<file path="config.mk">
export PLATFORM = sky130hd
export DESIGN_NAME = erase_seq
export DESIGN_NICKNAME = d
export VERILOG_FILES = /design/src/rtl/erase_seq_pkg.sv /design/src/rtl/erase_sector_pick.sv /design/src/rtl/erase_pulse_ctr.sv /design/src/rtl/erase_seq.sv
export SDC_FILE = /design/constraint.sdc
export NUM_CORES = 1
export LEC_CHECK = 0
export BUFFER_PORTS_ARGS = -buffer_cell sky130_fd_sc_hd__buf_2
export CAP_MARGIN = 20
export CELL_PAD_IN_SITES_DETAIL_PLACEMENT = 1
export CELL_PAD_IN_SITES_GLOBAL_PLACEMENT = 1
export CORE_ASPECT_RATIO = 0.5
export CORE_MARGIN = 3
export CORE_UTILIZATION = 37
export DETAILED_ROUTE_END_ITERATION = 8
export HOLD_SLACK_MARGIN = 0.12
export PLACE_DENSITY = 0.75
export SYNTH_ARGS = -nofsm -noshare
export SYNTH_HDL_FRONTEND = slang
export SYNTH_SLANG_ARGS = --single-unit
</file>
<file path="constraint.sdc">
create_clock -name clk -period 2 [get_ports clk]
set_clock_uncertainty 0.2 [all_clocks]
set_input_delay 0.1 -clock clk [delete_from_list [all_inputs] [get_ports clk]]
set_output_delay 0.1 -clock clk [all_outputs]
set_load 0.1 [all_outputs]
</file>
<file path="src/rtl/erase_seq_pkg.sv">
package erase_seq_pkg;

    typedef enum logic [2:0] {
        ST_IDLE,
        ST_SELECT,
        ST_PREPROG,
        ST_PVERIFY,
        ST_PULSE,
        ST_EVERIFY
    } seq_state_e;

    typedef enum logic [1:0] {
        OP_PROG0 = 2'd0,
        OP_VFY0  = 2'd1,
        OP_PULSE = 2'd2,
        OP_VFYE  = 2'd3
    } arr_op_e;

endpackage

</file>
<file path="src/rtl/erase_sector_pick.sv">
// Lowest-index pending sector finder.
module erase_sector_pick #(
    parameter  int NSEC = 8,
    localparam int SW   = (NSEC > 1) ? $clog2(NSEC) : 1
) (
    input  logic [NSEC-1:0] pending_i,
    output logic            any_o,
    output logic [SW-1:0]   idx_o,
    output logic [NSEC-1:0] onehot_o
);

    always_comb begin
        idx_o    = '0;
        onehot_o = '0;
        for (int i = NSEC - 1; i >= 0; i--) begin
            if (pending_i[i]) begin
                idx_o       = SW'(i);
                onehot_o    = '0;
                onehot_o[i] = 1'b1;
            end
        end
    end

    assign any_o = |pending_i;

endmodule

</file>
<file path="src/rtl/erase_pulse_ctr.sv">
// Counts erase pulses given to the current sector.
module erase_pulse_ctr #(
    parameter  int MAX_PULSES = 4,
    localparam int CW         = $clog2(MAX_PULSES + 1)
) (
    input  logic clk,
    input  logic rst_n,
    input  logic clr_i,
    input  logic inc_i,
    output logic at_limit_o
);

    logic [CW-1:0] cnt_q;

    always_ff @(posedge clk or negedge rst_n) begin
        if (!rst_n) begin
            cnt_q <= '0;
        end else if (clr_i) begin
            cnt_q <= '0;
        end else if (inc_i && (cnt_q != CW'(MAX_PULSES))) begin
            cnt_q <= cnt_q + 1'b1;
        end
    end

    assign at_limit_o = (cnt_q == CW'(MAX_PULSES));

endmodule

</file>
<file path="src/rtl/erase_seq.sv">
module erase_seq
    import erase_seq_pkg::*;
#(
    parameter  int NSEC       = 8,
    parameter  int MAX_PULSES = 4,
    localparam int SW         = (NSEC > 1) ? $clog2(NSEC) : 1
) (
    input  logic            clk,
    input  logic            rst_n,
    input  logic            start_i,
    input  logic [NSEC-1:0] sector_mask_i,
    input  logic [NSEC-1:0] protect_mask_i,
    output logic            op_valid_o,
    output logic [1:0]      op_kind_o,
    output logic [SW-1:0]   op_sector_o,
    input  logic            op_ack_i,
    input  logic            vfy_pass_i,
    output logic            busy_o,
    output logic            done_o,
    output logic            error_o
);

    seq_state_e      state_q, state_d;
    logic [NSEC-1:0] work_q;
    logic [SW-1:0]   cur_q;
    logic            err_q;

    logic            pick_any;
    logic [SW-1:0]   pick_idx;
    logic [NSEC-1:0] pick_hot;
    logic            at_limit;
    logic            pv_pass;
    logic            ev_ack;

    erase_sector_pick #(.NSEC(NSEC)) u_pick (
        .pending_i (work_q),
        .any_o     (pick_any),
        .idx_o     (pick_idx),
        .onehot_o  (pick_hot)
    );

    assign pv_pass = (state_q == ST_PVERIFY) && op_ack_i && vfy_pass_i;

    erase_pulse_ctr #(.MAX_PULSES(MAX_PULSES)) u_pulses (
        .clk        (clk),
        .rst_n      (rst_n),
        .clr_i      (pv_pass),
        .inc_i      ((state_q == ST_PULSE) && op_ack_i),
        .at_limit_o (at_limit)
    );

    assign ev_ack = (state_q == ST_EVERIFY) && op_ack_i;

    // State register
    always_ff @(posedge clk or negedge rst_n) begin
        if (!rst_n) begin
            state_q <= ST_IDLE;
        end else begin
            state_q <= state_d;
        end
    end

    // Next-state decision
    always_comb begin
        state_d = state_q;
        unique case (state_q)
            ST_IDLE:    if (start_i)  state_d = ST_SELECT;
            ST_SELECT:  state_d = pick_any ? ST_PREPROG : ST_IDLE;
            ST_PREPROG: if (op_ack_i) state_d = ST_PVERIFY;
            ST_PVERIFY: if (op_ack_i) state_d = vfy_pass_i ? ST_PULSE : ST_IDLE;
            ST_PULSE:   if (op_ack_i) state_d = ST_EVERIFY;
            ST_EVERIFY: begin
                if (op_ack_i) begin
                    if (vfy_pass_i)    state_d = ST_SELECT;
                    else if (at_limit) state_d = ST_IDLE;
                    else               state_d = ST_PULSE;
                end
            end
            default:    state_d = ST_IDLE;
        endcase
    end

    // Work list, current sector and error flag
    always_ff @(posedge clk or negedge rst_n) begin
        if (!rst_n) begin
            work_q <= '0;
            cur_q  <= '0;
            err_q  <= 1'b0;
        end else begin
            if ((state_q == ST_IDLE) && start_i) begin
                work_q <= sector_mask_i & ~protect_mask_i;
                err_q  <= 1'b0;
            end
            if ((state_q == ST_SELECT) && pick_any) begin
                cur_q  <= pick_idx;
                work_q <= work_q & ~pick_hot;
            end
            if ((state_q == ST_PVERIFY) && op_ack_i && !vfy_pass_i) begin
                err_q <= 1'b1;
            end
            if (ev_ack && !vfy_pass_i && at_limit) begin
                err_q <= 1'b1;
            end
        end
    end

    // Outputs
    always_comb begin
        op_valid_o = 1'b0;
        op_kind_o  = OP_PROG0;
        unique case (state_q)
            ST_PREPROG: begin op_valid_o = 1'b1; op_kind_o = OP_PROG0; end
            ST_PVERIFY: begin op_valid_o = 1'b1; op_kind_o = OP_VFY0;  end
            ST_PULSE:   begin op_valid_o = 1'b1; op_kind_o = OP_PULSE; end
            ST_EVERIFY: begin op_valid_o = 1'b1; op_kind_o = OP_VFYE;  end
            default:    begin op_valid_o = 1'b0; op_kind_o = OP_PROG0; end
        endcase
        op_sector_o = cur_q;
        busy_o      = (state_q != ST_IDLE);
        done_o      = (state_q == ST_SELECT) && !pick_any;
        error_o     = err_q;
    end

endmodule

</file>
==> out/qor.csv <==
stage,metric,value,unit
status,status,"complete, no violations",
timing,worst-margin pin slew,485,ps
synthesis,Syn Inst Count,111,
grt,vias in the first global route,1092,
final_layout,Antenna Cells,0,
final_layout,layout cells sized above 1,31.3,%
routing,DR pass1 iterations,4,
grt,GR Util All Layers,19.7,%
cts,clock sink count,18,
place,Final GP Congestion,0.769,
critical_path,Setup crit start kind,flip-flop,
pwr,Leak Pwr,0.721,nW
synthesis,sequential share of the synthesized area,43.8,%
die,IO Pins,30,
cts,CTS tree,built,
timing,Tmin final,1940,ps
timing,total negative slack,0,ps
timing,Pins Over Slew Limit,0,
synthesis,synthesis-stage register bit count,18,
cts,# H-tree levels,1,
die,Initial Util,42.5,%
timing,worst setup slack after layout,65.0,ps
place,IO Port Bufs,29,
cts,Worst-Skew Late Latency,260,ps
synthesis,Main synth FF type,dfrtp_1,
run,max_cap viols,0,
critical_path,FF-to-FF Start,state_q[2],
cts,TritonCTS Buffers,3,
final_layout,Final Cell Area,1540,um^2
die,FP Rows,12,
critical_path,register-to-register setup slack,190,ps
critical_path,worst setup path category,reg -> out,
timing,setup violators final,0,
grt,Congestion Overflow GR,0,
synthesis,cell taking the most area after synthesis,dfrtp_1,
timing,RSZ-0062 raised after global routing,false,
die,DIE AREA,3480,um^2
routing,Initial DRC Count,52,
place,Final HPWL DP,1990,um
synthesis,Synth top area share,43.8,%
grt,initial antenna violation count,0,
grt,pin count of the biggest net entering global routing,19,
pwr,Max IR drop VDD,0.931,mV
pwr,Power Density,1730,nW/um^2
timing,Final Hold Vio Count,0,
synthesis,count of flip-flops with a built-in enable after synthesis,0,
cts,"Reg clk slew, reported paths",70,ps
place,Placement Setup Slack,207,ps
synthesis,Avg Inst Size Synth,9.25,um^2
routing,DRC,0,
routing,Routed Antenna Nets,0,
critical_path,Critical R2R Capture,work_q[2],
final_layout,Area Growth Syn to Fin,50.2,%
place,Post-DP Area,1290,um^2
synthesis,Syn Nets,134,
critical_path,WP data required,1700,ps
die,DIE HEIGHT,43.3,um
timing,Slew headroom,67.9,%
die,core outline area,2420,um^2
synthesis,Area contributors post-synth,"dfrtp_1, nand3b_1, o21ai_0, nand2_1, a21oi_1",
critical_path,Worst Reg-to-Reg Cells,4,
cts,clock root buffer,clkbuf_8,
routing,average wire per standard cell,14.9,um
critical_path,crit-path max FO,9,
synthesis,asr flop ratio synth,100,%
synthesis,Netlist Area Pre-Place,1030,um^2
timing,final worst-path cycle share,96.8,%
synthesis,Cell variety after synth,40,
cts,Longest Clk Path Bufs,2,
cts,post-CTS setup buffer count,0,
critical_path,critical path capture point type,output port,
critical_path,crit path DAT,1640,ps
synthesis,yosys synthesis warning count,0,
die,Die Wd,80.5,um
hold_path,Hold Path Class,in -> async,
timing,fmax,517,MHz
final_layout,Layout Nets,190,
routing,final WL,3000,um
final_layout,fill cell count,281,
routing,total number of vias,1014,
pwr,Design Power,2.68,mW
routing,vias per cell,5.04,
grt,first-pass GRT wire length,5150,um
==> metal layers <==
metal | global-route usage [%] | up-vias | share of wire [%]
li1 | - | 512 | -
met1 | 23.2 | 480 | 46
met5 | 0 | - | 0
met3 | 5.72 | 2 | 3.3
met4 | 2.02 | 0 | 0.20
met2 | 36.5 | 20 | 50
==> cells in the final DEF, fill, tap and decap left out, types with 2 or more instances in the layout <==
master          n
buf_2          27
dlygate4sd3_1  19
dfrtp_1        18
nand2_1        13
o21ai_0        11
nor2_1          8
nand3b_1        8
buf_4           7
a21oi_1         6
inv_1           4
clkbuf_8        4
nand3_1         3
nor4_2          2
a31oi_1         2
ha_1            2
buf_12          2
==> kinds of logic (layout without fill, tap and decap cells) <==
logic type                 Yosys count  after routing  share of synthesized area (%)
AOI/OAI and AO/OA                   26             26                           14.7
xor gates and xnor gates             2              2                           1.71
adders and majority gates            2              2                           2.44
buffers and inverters                8             63                           4.02
DFF                                 18             18                           43.8
muxes                                2              2                           2.07
and+or+nand+nor                     53             53                           31.2
==> final cells by class <==
class | instances | area (um^2) | share of cell area [%]
Multi-Input combinational cell | 85 | 561 | 36.3
Sequential cell | 18 | 450 | 29.2
Tap cell | 35 | 43.8 | 2.84
Clock buffer | 4 | 55.1 | 3.57
Timing Repair Buffer | 55 | 418 | 27.1
Inverter | 4 | 15.0 | 0.973
==> state kept, by name (all words and copies together) (netlist names) <==
name	cells
work_q	8
op_sector_o	3
state_q	3
u_pulses.cnt_q	3
error_o	1
==> report_power, final <==
group          switching (mW)  internal, mW  total (mW)
Clock                   0.127         0.175       0.302
Sequential              0.148         0.511       0.658
Combinational            1.15         0.567        1.72
==> synthesized netlist by cell type (2+ instances only) <==
library cell and instances:
dfrtp_1 18, nand2_1 13, o21ai_0 11, nand3b_1 8, nor2_1 8, a21oi_1 6
inv_1 4, buf_2 3, nand3_1 3, a31oi_1 2, and2_1 2, ha_1 2
nor2b_1 2, nor3b_1 2, nor4_2 2
==> worst max path at each step <==
stage                     startpoint           end  slack [ps]  cells past startpoint
after floorplan           state_q[1]  op_kind_o[0]        -150                      4
after global placement    state_q[2]       error_o         270                      4
after detailed placement  state_q[2]     work_q[2]         210                      4
after CTS                 state_q[1]        done_o          40                      4
after global routing      state_q[2]    op_valid_o           2                      4
final                     state_q[2]    op_valid_o          60                      4
==> stage by stage <==
stage | cells | hold WS (ps) | utilization (%)
floorplan | 111 | -396 | -
detailed placement | 178 | -136 | 53.5
finish | 201 | 122 | 63.8
global placement | 178 | -142 | 53.5
CTS | 201 | 122 | 63.6
global route | 201 | 157 | 63.8
==> what timing repair did <==
action                     4_1_cts  5_1_grt
hold buffers                    19        0
setup endpoints to repair        0        1
gates resized for setup          0        1
hold endpoints to repair        32        0
==> critical path, cell delays in order, from the launching register on <==
cell and delay (ps):
dfrtp_1 390, buf_4 170, and2b_1 260, or2_4 150, buf_2 410
No activity file was read; power rests on OpenSTA's default activity.
